## src/rtl/stack_seq.sv

```systemverilog
module stack_seq #(
  parameter int NREGS  = 8,
  parameter int BYTES  = 4,
  parameter int SP_IDX = 4,
  parameter int FP_IDX = 5,
  parameter logic [8*BYTES-1:0] RESET_PC = '0
) (
  input  logic                    clk,
  input  logic                    rst,
  input  logic                    cmd_valid,
  input  logic [3:0]              cmd_op,
  input  logic [$clog2(NREGS)-1:0] cmd_reg,
  input  logic                    cmd_base_en,
  input  logic [$clog2(NREGS)-1:0] cmd_base,
  input  logic                    cmd_idx_en,
  input  logic [$clog2(NREGS)-1:0] cmd_idx,
  input  logic [1:0]              cmd_scale,
  input  logic [8*BYTES-1:0]      cmd_disp,
  input  logic [8*BYTES-1:0]      cmd_imm,
  input  logic [8*BYTES-1:0]      cmd_next_pc,
  output logic                    busy,
  output logic                    done,
  output logic                    mem_en,
  output logic                    mem_we,
  output logic [8*BYTES-1:0]      mem_addr,
  output logic [7:0]              mem_wdata,
  input  logic [7:0]              mem_rdata,
  input  logic [$clog2(NREGS)-1:0] rd_sel,
  output logic [8*BYTES-1:0]      rd_data,
  output logic [8*BYTES-1:0]      pc_out
);
  localparam int DW = 8 * BYTES;
  localparam int RW = $clog2(NREGS);
  localparam int CW = $clog2(BYTES);
  localparam logic [DW-1:0] STEP = DW'(BYTES);
  localparam logic [CW-1:0] LAST = CW'(BYTES - 1);

  localparam logic [3:0] OP_SET   = 4'd0;
  localparam logic [3:0] OP_ADDR  = 4'd1;
  localparam logic [3:0] OP_LOAD  = 4'd2;
  localparam logic [3:0] OP_STORE = 4'd3;
  localparam logic [3:0] OP_PUSH  = 4'd4;
  localparam logic [3:0] OP_POP   = 4'd5;
  localparam logic [3:0] OP_CALL  = 4'd6;
  localparam logic [3:0] OP_RET   = 4'd7;
  localparam logic [3:0] OP_LEAVE = 4'd8;

  logic [DW-1:0] regs [NREGS];
  logic [DW-1:0] pc_q;
  logic          busy_q, done_q;
  logic [CW-1:0] cnt_q;
  logic [DW-1:0] addr_q, wbuf_q, tgt_q, npc_q;
  logic [DW-9:0] rbuf_q;
  logic [3:0]    op_q;
  logic [RW-1:0] dst_q;

  logic [DW-1:0] sp, fp, base_v, idx_v, ea, start_addr, start_data, word;
  logic          needs_mem, accept, writes_mem;

  assign sp     = regs[SP_IDX];
  assign fp     = regs[FP_IDX];
  assign base_v = cmd_base_en ? regs[cmd_base] : '0;
  assign idx_v  = cmd_idx_en ? (regs[cmd_idx] << cmd_scale) : '0;
  assign ea     = cmd_disp + base_v + idx_v;
  assign accept = cmd_valid && !busy_q;
  assign word   = {mem_rdata, rbuf_q};

  always_comb begin
    needs_mem  = 1'b1;
    start_addr = ea;
    start_data = regs[cmd_reg];
    case (cmd_op)
      OP_LOAD, OP_STORE: ;
      OP_PUSH:  start_addr = sp - STEP;
      OP_CALL: begin
        start_addr = sp - STEP;
        start_data = cmd_next_pc;
      end
      OP_POP, OP_RET: start_addr = sp;
      OP_LEAVE: start_addr = fp;
      default:  needs_mem = 1'b0;
    endcase
  end

  assign writes_mem = (op_q == OP_STORE) || (op_q == OP_PUSH) || (op_q == OP_CALL);

  assign busy      = busy_q;
  assign done      = done_q;
  assign mem_en    = busy_q;
  assign mem_we    = busy_q && writes_mem;
  assign mem_addr  = addr_q;
  assign mem_wdata = wbuf_q[8*cnt_q +: 8];
  assign rd_data   = regs[rd_sel];
  assign pc_out    = pc_q;

  always_ff @(posedge clk) begin
    if (rst) begin
      for (int k = 0; k < NREGS; k++) regs[k] <= '0;
      pc_q   <= RESET_PC;
      busy_q <= 1'b0;
      done_q <= 1'b0;
      cnt_q  <= '0;
      addr_q <= '0;
      wbuf_q <= '0;
      rbuf_q <= '0;
      tgt_q  <= '0;
      npc_q  <= '0;
      op_q   <= OP_SET;
      dst_q  <= '0;
    end else begin
      done_q <= 1'b0;
      if (accept) begin
        if (needs_mem) begin
          busy_q <= 1'b1;
          cnt_q  <= '0;
          addr_q <= start_addr;
          wbuf_q <= start_data;
          op_q   <= cmd_op;
          dst_q  <= cmd_reg;
          tgt_q  <= cmd_imm;
          npc_q  <= cmd_next_pc;
        end else begin
          done_q <= 1'b1;
          case (cmd_op)
            OP_SET: begin
              regs[cmd_reg] <= cmd_imm;
              pc_q <= cmd_next_pc;
            end
            OP_ADDR: begin
              regs[cmd_reg] <= ea;
              pc_q <= cmd_next_pc;
            end
            default: ;
          endcase
        end
      end else if (busy_q) begin
        addr_q <= addr_q + 1'b1;
        cnt_q  <= cnt_q + 1'b1;
        if (cnt_q != LAST) rbuf_q[8*cnt_q +: 8] <= mem_rdata;
        if (cnt_q == LAST) begin
          busy_q <= 1'b0;
          done_q <= 1'b1;
          pc_q   <= npc_q;
          case (op_q)
            OP_LOAD: regs[dst_q] <= word;
            OP_PUSH: regs[SP_IDX] <= sp - STEP;
            OP_POP: begin
              if (dst_q != RW'(SP_IDX)) regs[dst_q] <= word;
              regs[SP_IDX] <= ((dst_q == RW'(SP_IDX)) ? word : sp) + STEP;
            end
            OP_CALL: begin
              regs[SP_IDX] <= sp - STEP;
              pc_q <= tgt_q;
            end
            OP_RET: begin
              regs[SP_IDX] <= sp + STEP;
              pc_q <= word;
            end
            OP_LEAVE: begin
              regs[FP_IDX] <= word;
              regs[SP_IDX] <= fp + STEP;
            end
            default: ;
          endcase
        end
      end
    end
  end
endmodule

```

## config.mk

```make
export PLATFORM = sky130hd
export DESIGN_NAME = stack_seq
export DESIGN_NICKNAME = d
export VERILOG_FILES = /design/src/rtl/stack_seq.sv
export SDC_FILE = /design/constraint.sdc
export NUM_CORES = 2
export LEC_CHECK = 0
export ABC_CLOCK_PERIOD_IN_PS = 9800
export BUFFER_PORTS_ARGS = -buffer_cell sky130_fd_sc_hd__buf_2
export CORE_UTILIZATION = 62
export DETAILED_ROUTE_END_ITERATION = 8
export PLACE_DENSITY_LB_ADDON = 0.3
export SYNTH_ARGS = -nofsm -noshare
export SYNTH_HDL_FRONTEND = slang
export SYNTH_SLANG_ARGS = --single-unit
```

## constraint.sdc

```tcl
create_clock -name clk -period 9.8 [get_ports clk]
set_input_delay 2.94 -clock clk [delete_from_list [all_inputs] [get_ports clk]]
set_output_delay 2.94 -clock clk [all_outputs]
set_load 0.01 [all_outputs]
```

=== Word level (Yosys, flattened, before mapping) ===
Memory sizes are Yosys's and may differ from the RTL's.
Cells that the tools add are included.

* Register bits: 195
* RAM bits: 256
* Bits of input ports: 127
* Memories kept: 1

* $add $sub $neg: 9
* Eq/ne operators: 22
* Shifts and indexed selects: 4
* Multiplexer cells: 96
* Bitwise logic cells: 9
* Reductions and logical operators: 18

{| class="wikitable"
|+ Memory list
! name !! words !! bits a word !! rd ports !! clocked after memory_dff !! wr ports !! line !! text
|-
| regs || 8 || 32 || 6 || 0 || 8 || 48 || <nowiki>logic [DW-1:0] regs [NREGS];</nowiki>
|}

{| class="wikitable"
|+ Operator list
! cell !! count
|-
| two-way mux 32 bit || 22
|-
| adder 32 x 3 -> 32 bit (second input constant) || 3
|-
| case mux 32 bit (3 select lines) || 1
|-
| two-way mux 1 bit || 66
|-
| adder 32 bit || 2
|-
| case mux 32 bit (2 select lines) || 1
|-
| OR reduction 32 bit || 2
|-
| negation 5 -> 34 bit || 1
|-
| variable shift 8 x 34 -> 24 bit (first input constant) || 1
|-
| indexed part select 8 x 34 -> 24 bit || 1
|-
| adder 32 x 1 -> 32 bit (second input constant) || 1
|-
| equality test 4 x 3 -> 1 bit (second input constant) || 8
|-
| indexed part select 32 x 6 -> 8 bit || 1
|-
| << shifter 32 x 2 -> 32 bit || 1
|-
| subtractor 32 x 3 -> 32 bit (second input constant) || 1
|-
| bitwise mux 24 bit || 1
|-
| equality test 4 x 2 -> 1 bit (second input constant) || 4
|-
| equality test 4 bit (second input constant) || 2
|-
| inequality test 2 bit (second input constant) || 4
|-
| OR 1 bit || 8
|-
| OR reduction 7 bit || 1
|-
| two-way mux 2 bit || 3
|-
| two-way mux 3 bit || 2
|-
| OR reduction 2 bit || 3
|-
| other kinds (14) || 18
|}

=== Logic depth before layout (Yosys ltp) ===
* Depth after elaboration: 12
* Depth in mapped cells: 21
* Mapped depth without buffers: 18

=== Worst setup path after synthesis ===
Ideal clock, no wire load.

* Kind: input port to flip-flop
* Start: input cmd_idx[0]
* End: memory regs[5][26] (netlist name), data pin
* Library setup time: 0.278 ns
* Arrival: 8.147 ns
* Required time: 9.522 ns
* Path slack: 1.376 ns
* Stages: 19
* Path buffers: 3
* Cells stage by stage: clkbuf_1 buf_1 clkbuf_1 mux4_2 mux2i_1 nand2_1 nand2_1 mux2i_1 and2_1 fa_1 ha_1 a21o_1 o21a_1 a221oi_1 nand2_1 a2111oi_0 a21oi_1 o221ai_1 o21ai_0

{| class="wikitable"
|+ RTL lines
! element !! line !! text
|-
| start: declaration || 16 || <nowiki>input logic [$clog2(NREGS)-1:0] cmd_idx,</nowiki>
|-
| end: declaration || 48 ||
|}

==> flow_summary.json <==
{
  "outcome": "completed",
  "port_buffers": 234,
  "muxShareOfSynthArea": 0.2382,
  "drtIter0Drc": 5613,
  "die_w_um": 235.6,
  "finalSetupTns_ns": 0,
  "swShare": 0.3284,
  "synth_compound_area_frac": 0.1394,
  "skew_ns": 0.02904,
  "ys_seq_elements": 451,
  "synthArstFlopShare": 0,
  "hold_path_class": "flop to flop",
  "synth_cell_types": 75,
  "drive_above_1_share": 0.2085,
  "grt_overflow": 0,
  "cts_hold_buf": 0,
  "crit_path_start": "cmd_idx[0]",
  "chipHeight_um": 235.6,
  "initial_core_util": 0.6285,
  "cp-end-kind": "flop",
  "cts_buffers": 50,
  "dp_slack_ns": 0.7975,
  "synth_xor_area_frac": 0.03858,
  "grt_max_degree": 168,
  "crit_path_frequent_cell": "nand2_1",
  "synth_top_cell_by_area": "edfxtp_1",
  "row_count": 85,
  "finalPower_mw": 5.518,
  "yosys.area.top_type_share": 0.2273,
  "finish.utilization": 0.6908,
  "finalCriticalPeriod_ns": 8.831,
  "final_cell_area_sq_um": 37170,
  "ys_seq_area_frac": 0.3427,
  "max_slew.worst_pin.slew_ns": 1.343,
  "drt-pass1-iter-count": 8,
  "syn-cell-area_sq_um": 33820,
  "area_delta_synth_final_pct": 9.907,
  "synth_nets": 3715,
  "cp.required_ns": 10.13,
  "final.period_utilization": 0.9012,
  "fin_ws_ns": 0.9687,
  "power_frac_comb": 0.242,
  "seqPwrFrac": 0.395,
  "nFillCells": 4095,
  "synth_top_family_by_area": "multiplexers",
  "grt_pass1_wl_um": 205200,
  "p_leak_nw": 13.81,
  "rsz0062_at_grt": "no",
  "path_cells": "buf_4 > buf_4 > mux4_2 > mux2i_1 > nand2_1 > nand2_1 > mux2i_1 > and2_1 > fa_1 > ha_1 > and3_1 > nand4_1 > a21oi_1 > o21ai_0 > nand2_1 > a2111oi_0 > a21oi_1 > o221ai_1 > o21ai_0",
  "gp_congestion": 1.077,
  "antenna_left": 0,
  "syn_inst": 3516,
  "post_cts_buffers": 0,
  "crit_path_max_incr_delay_ns": 0.80,
  "fin_nets": 3766,
  "cts_resized": 0,
  "cts.sinks": 451,
  "cts_tree": "done",
  "timing.rr.start": "regs[4][4]$_DFFE_PP_",
  "drv_slew": 0,
  "core_area_sq_um": 53810,
  "start_kind": "primary input",
  "max_freq_mhz": 113.2,
  "grt_pass1_vias": 30240,
  "path_class": "primary input to flop",
  "finalSetupViolations": 0,
  "crit_end": "regs[5][26]$_DFFE_PP_",
  "maxSlewHeadroom": 0.1046,
  "hold_path_depth": 2,
  "path_clk_slew_ns": 0.06,
  "yosys.area_share.simple": 0.1671,
  "worstSkewPairLatency_ns": 0.63,
  "synth-edff-count": 256,
  "reg2reg_slack_ns": 3.42,
  "cts_max_path_buffers": 3,
  "synth_most_common_cell": "nand2_1",
  "critPathSlowestCell": "o221ai_1",
  "grt_usage": 0.5066,
  "placed_cell_area_sq_um": 35460,
  "viasPerCell": 7.558,
  "min_from": "npc_q[9]$_SDFFE_PP0P_",
  "synth_fa_ha_area_frac": 0.03374,
  "hpwl_um": 100600,
  "power_density_nw_per_um2": 148.5,
  "synth_area_leaders": "edfxtp_1 (23%), mux4_2 (18%), dfxtp_1 (12%), nand2_1 (5.4%), mux2i_1 (4.9%)",
  "arrival_ns": 9.16,
  "dieArea_sq_um": 55490,
  "cts-htree-levels": 2,
  "crit_buf_inv": 2,
  "r2r-end": "regs[5][26]$_DFFE_PP_",
  "crit_family": "compound AO/OA/AOI/OAI gates",
  "p_sw_mw": 1.812,
  "vias": 32540,
  "ios": 235,
  "p_clk_frac": 0.364,
  "synthFlopType": "edfxtp_1",
  "r2r_cells": 18,
  "yosys_warnings": 0,
  "cp_num_cells": 19,
  "synth.cells.most_frequent": "nand2_1 (487), nor2_1 (444), clkbuf_1 (274)",
  "root_buffer": "clkbuf_16",
  "drt-total-wl_um": 142200,
  "p_int_mw": 3.706,
  "antenna_found_initial": 7,
  "critPathMaxFanout": 34,
  "ir_drop_v": 0.0001945,
  "final_hold_viol_count": 0,
  "drcViolationCount": 0,
  "syn_avg_cell_area_sq_um": 9.620,
  "drv_cap": 0,
  "wl_per_cell_um": 33.03
}
[through the flow]
| step | instances | hold slack (ns) |
|---|---|---|
| after floorplan | 3516 | 0.4357 |
| after global routing | 4303 | 0.4756 |
| after CTS | 4303 | 0.4546 |
| final | 4305 | 0.4539 |
| after detailed placement | 4211 | 0.4464 |
| after global placement | 4211 | 0.4403 |
[cell families (layout without fill, tap and decap cells)]
kind of cell | Yosys count | after routing
compound gates | 735 | 735
fa+ha+maj | 72 | 72
flops | 451 | 451
other cells | 0 | 2
simple gates | 1283 | 1283
mux | 470 | 470
xor+xnor | 149 | 149
buf+inv | 356 | 447
[power groups by stage]
stage | logic (mW) | clock network [mW] | registers, mW
6_report | 1.33 | 2.01 | 2.18
5_1_grt | 1.38 | 2.05 | 2.18
4_1_cts | 1.27 | 1.99 | 2.17
3_5_place_dp | 1.26 | 0 | 2.21
3_3_place_gp | 1.24 | 0 | 2.20
2_1_floorplan | 0.825 | 0 | 2.17
[tightest hold or removal path: stages, from the launching register on]
cell     delay, ns
dfxtp_1       0.31
nand2_1       0.05
a21oi_1       0.05
[worst min path at each step]
stage	to	slack, ns
after CTS	npc_q[9]$_SDFFE_PP0P_	0.45
after detailed placement	npc_q[9]$_SDFFE_PP0P_	0.45
after global routing	tgt_q[27]$_SDFFE_PP0P_	0.48
after floorplan	tgt_q[0]$_SDFFE_PP0P_	0.44
final	npc_q[9]$_SDFFE_PP0P_	0.45
after global placement	tgt_q[1]$_SDFFE_PP0P_	0.44
[flip-flops by register name, indices dropped and copies added, names as in the netlist]
register and cells:
dst_q 3, pc_out 32, rbuf_q 24, npc_q 32
mem_addr 32, wbuf_q 32, regs 256, busy 1
done 1, tgt_q 32, op_q 4, cnt_q 2
[layer usage]
metal / vias up / track usage / wire (um) / part of all wire
met5: - / 0 / 46 / 0.00032
met4: 6 / 0.3052 / 10750 / 0.076
met3: 580 / 0.1949 / 24610 / 0.17
met2: 3171 / 0.7177 / 58670 / 0.41
met1: 15570 / 0.6575 / 48090 / 0.34
li1: 13210 / - / - / -
[placed cells by master (no fill, tap or decap), drive strengths merged, types with 9 or more instances in the layout]
| cell | n |
|---|---|
| xor2 | 67 |
| nand2 | 487 |
| a31oi | 21 |
| a22oi | 50 |
| inv | 29 |
| or3 | 16 |
| nor2b | 42 |
| buf | 330 |
| xnor2 | 82 |
| ha | 40 |
| nor4 | 22 |
| o31ai | 9 |
| nand4 | 21 |
| clkbuf | 64 |
| nand3 | 68 |
| o22ai | 16 |
| and2 | 36 |
| and3 | 25 |
| a221oi | 20 |
| mux4 | 264 |
| o211ai | 51 |
| a22o | 9 |
| dfxtp | 195 |
| a21oi | 239 |
| nor2 | 445 |
| nand2b | 23 |
| mux2 | 39 |
| o21ai | 141 |
| and4 | 9 |
| or4 | 13 |
| a211oi | 47 |
| a311oi | 34 |
| o221ai | 29 |
| a21o | 16 |
| fa | 32 |
| edfxtp | 256 |
| nor3 | 47 |
| clkinv | 14 |
| mux2i | 167 |
[area by class of cell]
class	instances	area [sq um]	area share
tap	696	870.8	0.02343
inverter	25	93.84	0.002524
clock inverter	28	337.8	0.009088
multi-input combinational	2709	20970	0.5642
sequential	451	11590	0.3118
antenna	2	5.005	0.0001346
timing repair buffer	330	1946	0.05234
clock buffer	64	1355	0.03645
(Power assumes the default switching activity.)
